<file path="src/rtl/i2c_paged_eeprom_slave.sv">
module i2c_paged_eeprom_slave #(
  parameter int ADDR_W    = 9,
  parameter int PAGE_W    = 2,
  parameter int SECT_W    = 2,
  parameter int WR_CYCLES = 1000,
  parameter logic [3:0] DEV_ID = 4'b1010
) (
  input  logic                   clk,
  input  logic                   rst_n,
  input  logic                   scl_i,
  input  logic                   sda_i,
  output logic                   sda_oe,
  output logic [ADDR_W-1:0]      mem_addr,
  output logic                   mem_sys,
  output logic                   mem_we,
  output logic [7:0]             mem_wdata,
  input  logic [7:0]             mem_rdata,
  input  logic [2**SECT_W-1:0]   lock_mask,
  output logic                   busy
);
  localparam int PAGE  = 1 << PAGE_W;
  localparam int HI_W  = ADDR_W - 8;
  localparam int CNT_W = $clog2(WR_CYCLES + 1);

  typedef enum logic [2:0] {S_IDLE, S_DEV, S_AHI, S_ALO, S_WR, S_RD} st_t;

  st_t st;
  logic scl_m, scl_s, scl_q, sda_m, sda_s, sda_q;
  logic [3:0] cnt;
  logic [7:0] shreg, txreg;
  logic [ADDR_W-1:0] ptr;
  logic [7:0] pbuf [PAGE];
  logic [PAGE-1:0] pval, cm_val;
  logic cm_act;
  logic [PAGE_W-1:0] cm_idx;
  logic [ADDR_W-PAGE_W-1:0] cm_base;
  logic [CNT_W-1:0] timer;
  logic sys, oe;

  wire scl_rise = scl_s & ~scl_q;
  wire scl_fall = ~scl_s & scl_q;
  wire start_c  = scl_s & scl_q & sda_q & ~sda_s;
  wire stop_c   = scl_s & scl_q & ~sda_q & sda_s;
  wire [SECT_W-1:0] sect = ptr[ADDR_W-1 -: SECT_W];
  wire locked   = ~sys & lock_mask[sect];
  wire dev_ok   = (shreg[7:4] == DEV_ID) && (shreg[2:1] == 2'b11) && !busy;

  assign busy      = cm_act | (timer != '0);
  assign sda_oe    = oe;
  assign mem_sys   = sys;
  assign mem_addr  = cm_act ? {cm_base, cm_idx} : ptr;
  assign mem_we    = cm_act & cm_val[cm_idx];
  assign mem_wdata = pbuf[cm_idx];

  always_ff @(posedge clk or negedge rst_n) begin
    if (!rst_n) begin
      {scl_m, scl_s, scl_q, sda_m, sda_s, sda_q} <= '1;
    end else begin
      scl_m <= scl_i; scl_s <= scl_m; scl_q <= scl_s;
      sda_m <= sda_i; sda_s <= sda_m; sda_q <= sda_s;
    end
  end

  always_ff @(posedge clk or negedge rst_n) begin
    if (!rst_n) begin
      st <= S_IDLE; cnt <= '0; shreg <= '0; txreg <= '0; ptr <= '0;
      pval <= '0; cm_val <= '0; cm_act <= 1'b0; cm_idx <= '0; cm_base <= '0;
      timer <= '0; sys <= 1'b0; oe <= 1'b0;
      for (int i = 0; i < PAGE; i++) pbuf[i] <= '0;
    end else begin
      if (cm_act) begin
        cm_idx <= cm_idx + 1'b1;
        if (cm_idx == PAGE_W'(PAGE - 1)) begin
          cm_act <= 1'b0;
          timer  <= CNT_W'(WR_CYCLES);
        end
      end else if (timer != '0) begin
        timer <= timer - 1'b1;
      end

      if (start_c) begin
        st <= S_DEV; cnt <= '0; oe <= 1'b0; pval <= '0;
      end else if (stop_c) begin
        st <= S_IDLE; cnt <= '0; oe <= 1'b0;
        if (st == S_WR && |pval && !busy) begin
          cm_act  <= 1'b1;
          cm_idx  <= '0;
          cm_val  <= pval;
          cm_base <= ptr[ADDR_W-1:PAGE_W];
        end
        pval <= '0;
      end else if (scl_rise && st != S_IDLE) begin
        if (cnt < 4'd8) shreg <= {shreg[6:0], sda_s};
        if (cnt == 4'd8 && st == S_RD && sda_s) st <= S_IDLE;
        cnt <= cnt + 1'b1;
      end else if (scl_fall && st != S_IDLE) begin
        if (cnt == 4'd8) begin
          case (st)
            S_DEV: begin
              if (dev_ok) begin
                oe  <= 1'b1;
                sys <= shreg[3];
                st  <= shreg[0] ? S_RD : S_AHI;
              end else begin
                st <= S_IDLE;
              end
            end
            S_AHI: begin
              oe <= 1'b1;
              ptr[ADDR_W-1:8] <= shreg[HI_W-1:0];
              st <= S_ALO;
            end
            S_ALO: begin
              oe <= 1'b1;
              ptr[7:0] <= shreg;
              pval <= '0;
              st <= S_WR;
            end
            S_WR: begin
              if (locked) begin
                st <= S_IDLE;
              end else begin
                oe <= 1'b1;
                pbuf[ptr[PAGE_W-1:0]] <= shreg;
                pval[ptr[PAGE_W-1:0]] <= 1'b1;
                ptr[PAGE_W-1:0] <= ptr[PAGE_W-1:0] + 1'b1;
              end
            end
            default: oe <= 1'b0;
          endcase
        end else if (cnt == 4'd9) begin
          cnt <= '0;
          if (st == S_RD) begin
            txreg <= {mem_rdata[6:0], 1'b0};
            oe    <= ~mem_rdata[7];
            ptr   <= ptr + 1'b1;
          end else begin
            oe <= 1'b0;
          end
        end else if (st == S_RD) begin
          oe    <= ~txreg[7];
          txreg <= {txreg[6:0], 1'b0};
        end
      end
    end
  end
endmodule

</file>
<file path="config.mk">
export PLATFORM = sky130hd
export DESIGN_NAME = i2c_paged_eeprom_slave
export DESIGN_NICKNAME = d
export VERILOG_FILES = /design/src/rtl/i2c_paged_eeprom_slave.sv
export SDC_FILE = /design/constraint.sdc
export NUM_CORES = 1
export LEC_CHECK = 0
export BUFFER_PORTS_ARGS = -buffer_cell sky130_fd_sc_hd__buf_2
export CELL_PAD_IN_SITES_DETAIL_PLACEMENT = 1
export CELL_PAD_IN_SITES_GLOBAL_PLACEMENT = 1
export CORE_MARGIN = 10
export CORE_UTILIZATION = 50
export DETAILED_ROUTE_END_ITERATION = 16
export PLACE_DENSITY = 0.82
export SYNTH_ARGS = -nofsm -noshare
export SYNTH_HDL_FRONTEND = slang
export SYNTH_SLANG_ARGS = --single-unit
</file>
<file path="constraint.sdc">
create_clock -name clk -period 4.97 [get_ports clk]
set_input_delay 0.994 -clock clk [delete_from_list [all_inputs] [get_ports clk]]
set_output_delay 0.994 -clock clk [all_outputs]
set_load 0.05 [all_outputs]
</file>
==> key figures <==
Timing
  – Highest clock rate: 0.312 GHz
  – Fin. Hold Viols: 0
  – RSZ-0062 raised after global routing: false
  – Final period utilization: 64.5%
  – Fin Clk Skew: 0.0135 ns
  – # setup viols final: 0
  – Slew Viols, Final: 0
  – Setup_tns: 0 ns
  – Worst rel slew slack: 23.0%
  – Worst Tran Pin Value: 1.14 ns
  – Min cycle time layout: 3.20 ns

Layout
  – P&R area growth vs syn: 10.3%
  – Share of layout cells above drive strength 1: 29.7%
  – Fillers: 1058
  – Final Util: 56.9%
  – Diode count: 0
  – Final nets: 499

Routing
  – DR WL/cell: 19.6 um
  – Routed WL: 12.0 mm
  – DR iter-0 viols: 229
  – Routed vias/inst: 5.85
  – Vias post-DR: 3575
  – Detailed Routing Iterations Pass 1: 4
  – Final antenna-violating net count: 0
  – # DRC: 0

Synthesis
  – Syn Nets: 469
  – XOR/XNOR Fraction of Synth Area: 1.04%
  – Top-area cell type share of the netlist area: 46.2%
  – EDFF count, synth: 0
  – Largest area contributor in the netlist: dfrtp_1
  – Top-count cell post-synth: dfrtp_1
  – Post-synthesis mux area share: 18.6%
  – #FFs+latches synth: 99
  – Post-Synthesis Cells: 443
  – Yosys Warn Count: 0
  – Post-synthesis async set-or-reset flop share: 100%
  – Mapped Area: 5040 um^2
  – Ranking of synthesized cells by area: dfrtp_1 (46%), mux2_2 (11%), mux4_2 (4.5%), dfstp_2 (3.1%), nand2_1 (3.0%)
  – Main flop type after synthesis: dfrtp_1
  – Largest family of logic cells by synthesized area: multiplexers
  – Post-synth top cells: dfrtp_1 (93), mux2_2 (47), nand2_1 (40)
  – Post-Syn Area per Cell: 11.4 um^2
  – Synth Area in Adders: 2.48%
  – Yosys cell types: 62
  – Seq/Total Area, Yosys: 49.3%
  – Synth Area in Simple Gates: 16.1%
  – Synth Area in Compound Gates: 9.49%

Clock tree
  – Clk slew on worst S/H paths: 0.10 ns
  – CTS HTree Levels: 3
  – Clk_lat worst skew: 0.38 ns
  – Clk sinks: 99
  – Post-CTS Setup Inserts: 0
  – Hold_buf cts: 0
  – CTS tree: yes
  – Root Buffer Master: clkbuf_8
  – Post-CTS sizing: 0
  – Cts bufs inserted: 9
  – CTS max path bufs: 2

Worst setup path
  – Worst Path Required: 5.22 ns
  – R2R Setup Slk: 1.77 ns
  – CP startpoint kind: flip-flop
  – Critical path class: reg2reg
  – Crit path largest cell delay: 0.92 ns
  – Crit Path Max Fanout: 21
  – Crit path max-delay family: compound AO/OA/AOI/OAI gates
  – Most used cell along the critical path: o21ai_0
  – CP max stage cell: o21ai_0
  – Crit. End Element: flip-flop
  – Critical path arrival: 3.46 ns
  – Buf+Inv Stages, Crit Path: 1
  – CP Cell Sequence: inv_1, ha_1, nand3b_1, nor2_1, o21ai_0, o21ai_0, a21oi_1, a31oi_1

Place
  – Port bufs: 36
  – HPWL Detailed: 8.64 mm
  – Routability cong.: 0.882

Power and ir drop
  – Overall power: 2.00 mW
  – Leakage power: 2.62 nW
  – Worst vdd ir: 0.000212 V
  – Internal power: 1.41 mW
  – Reg power frac: 52.9%
  – Switching Fraction: 29.3%
  – Logic pwr share: 13.8%
  – Psw: 0.586 mW
  – Clk pwr share: 33.3%
  – Pwr/cell area: 359 nW/um^2

GRT
  – Largest net degree at the start of global routing: 69
  – Vias in the first global route: 3893
  – First-pass GRT wire length: 20.4 mm
  – Initial antenna violation count: 0
  – Grt total ovfl: 0
  – Total Routing Usage GR: 17.4%

Die
  – Core Footprint: 9770 um^2
  – Die Wd: 120 um
  – Die Ht: 120 um
  – Initial Util: 51.5%
  – Boundary Pins: 37
  – Cell Rows: 36
  – Full die area: 14500 um^2

Job
  – Max-cap violations: 0

Worst hold path
  – Hold Crit Class: reg2reg

Status
  – Outcome: complete, no violations
==> cell type report <==
cell class                      instances  area [um^2]  area share (%)
Sequential cell                        99         2480            44.7
Clock buffer                            9          124            2.23
Multi-Input combinational cell        314         2410            43.3
Tap cell                              133          166            2.99
Timing Repair Buffer                   37          190            3.42
Clock inverter                          7          140            2.52
Inverter                               12         45.0           0.810
==> worst paths after layout <==
check,start,depth (start not counted),endpoint
worst max-delay path,cnt[0],8,ptr[0]
worst min-delay path,sda_m,0,sda_s
worst max register to register,cnt[0],8,ptr[0]
worst min register to register,sda_m,0,sda_s
max in group asynchronous,rst_n,2,sda_q
min in group asynchronous,rst_n,1,pbuf[30]
==> power groups by stage <==
stage | Sequential (mW) | Combinational, mW | Clock, mW
finish | 1.06 | 0.276 | 0.665
detailed placement | 1.07 | 0.279 | 0
CTS | 1.05 | 0.281 | 0.682
global route | 1.08 | 0.317 | 0.715
global placement | 1.06 | 0.252 | 0
floorplan | 1.01 | 0.215 | 0
==> through the flow <==
step | hold WS (ns) | std cells | area (um^2) | setup slack, ns
floorplan | 0.345 | 443 | 5040 | 2.28
global placement | 0.347 | 595 | 5290 | 2.05
detailed placement | 0.349 | 595 | 5290 | 1.82
CTS | 0.362 | 611 | 5560 | 1.74
global route | 0.364 | 611 | 5560 | 1.33
finish | 0.360 | 611 | 5560 | 1.77
==> flip-flops by register name (all words and copies together) (netlist names), 7 cells and up <==
| name | cells |
|---|---|
| ptr | 9 |
| cm_base | 7 |
| txreg | 7 |
| pbuf | 32 |
| shreg | 8 |
| timer | 10 |
==> cells in the final DEF (no fill, tap or decap), types with 5 or more instances in the layout <==
master / instances
mux4_2: 10
ha_1: 10
buf_2: 35
mux2_2: 47
mux2_4: 8
dfstp_2: 6
clkbuf_8: 9
nand2_1: 40
inv_1: 12
a31oi_1: 10
xnor2_1: 5
nand2b_1: 5
nor3b_1: 6
nor2_1: 33
nor3_1: 8
nand3_1: 14
dfrtp_1: 93
o21ai_0: 27
a21oi_1: 25
==> routing by layer <==
| metal | share of wire [%] | vias to the layer above | track usage, % |
|---|---|---|---|
| li1 | - | 1657 | - |
| met1 | 43 | 1838 | 21.3 |
| met2 | 52 | 62 | 29.1 |
| met3 | 3.7 | 18 | 4.47 |
| met4 | 1.7 | 0 | 6.11 |
| met5 | 0 | - | 0 |
==> cell families (layout without fill, tap and decap cells) <==
| group | Yosys count | count (layout) |
|---|---|---|
| AOI/OAI and AO/OA | 80 | 80 |
| xor gates and xnor gates | 6 | 6 |
| adders and majority gates | 10 | 10 |
| buffers and inverters | 30 | 65 |
| DFF | 99 | 99 |
| muxes | 71 | 71 |
| and+or+nand+nor | 147 | 147 |
(Power assumes the default switching activity.)
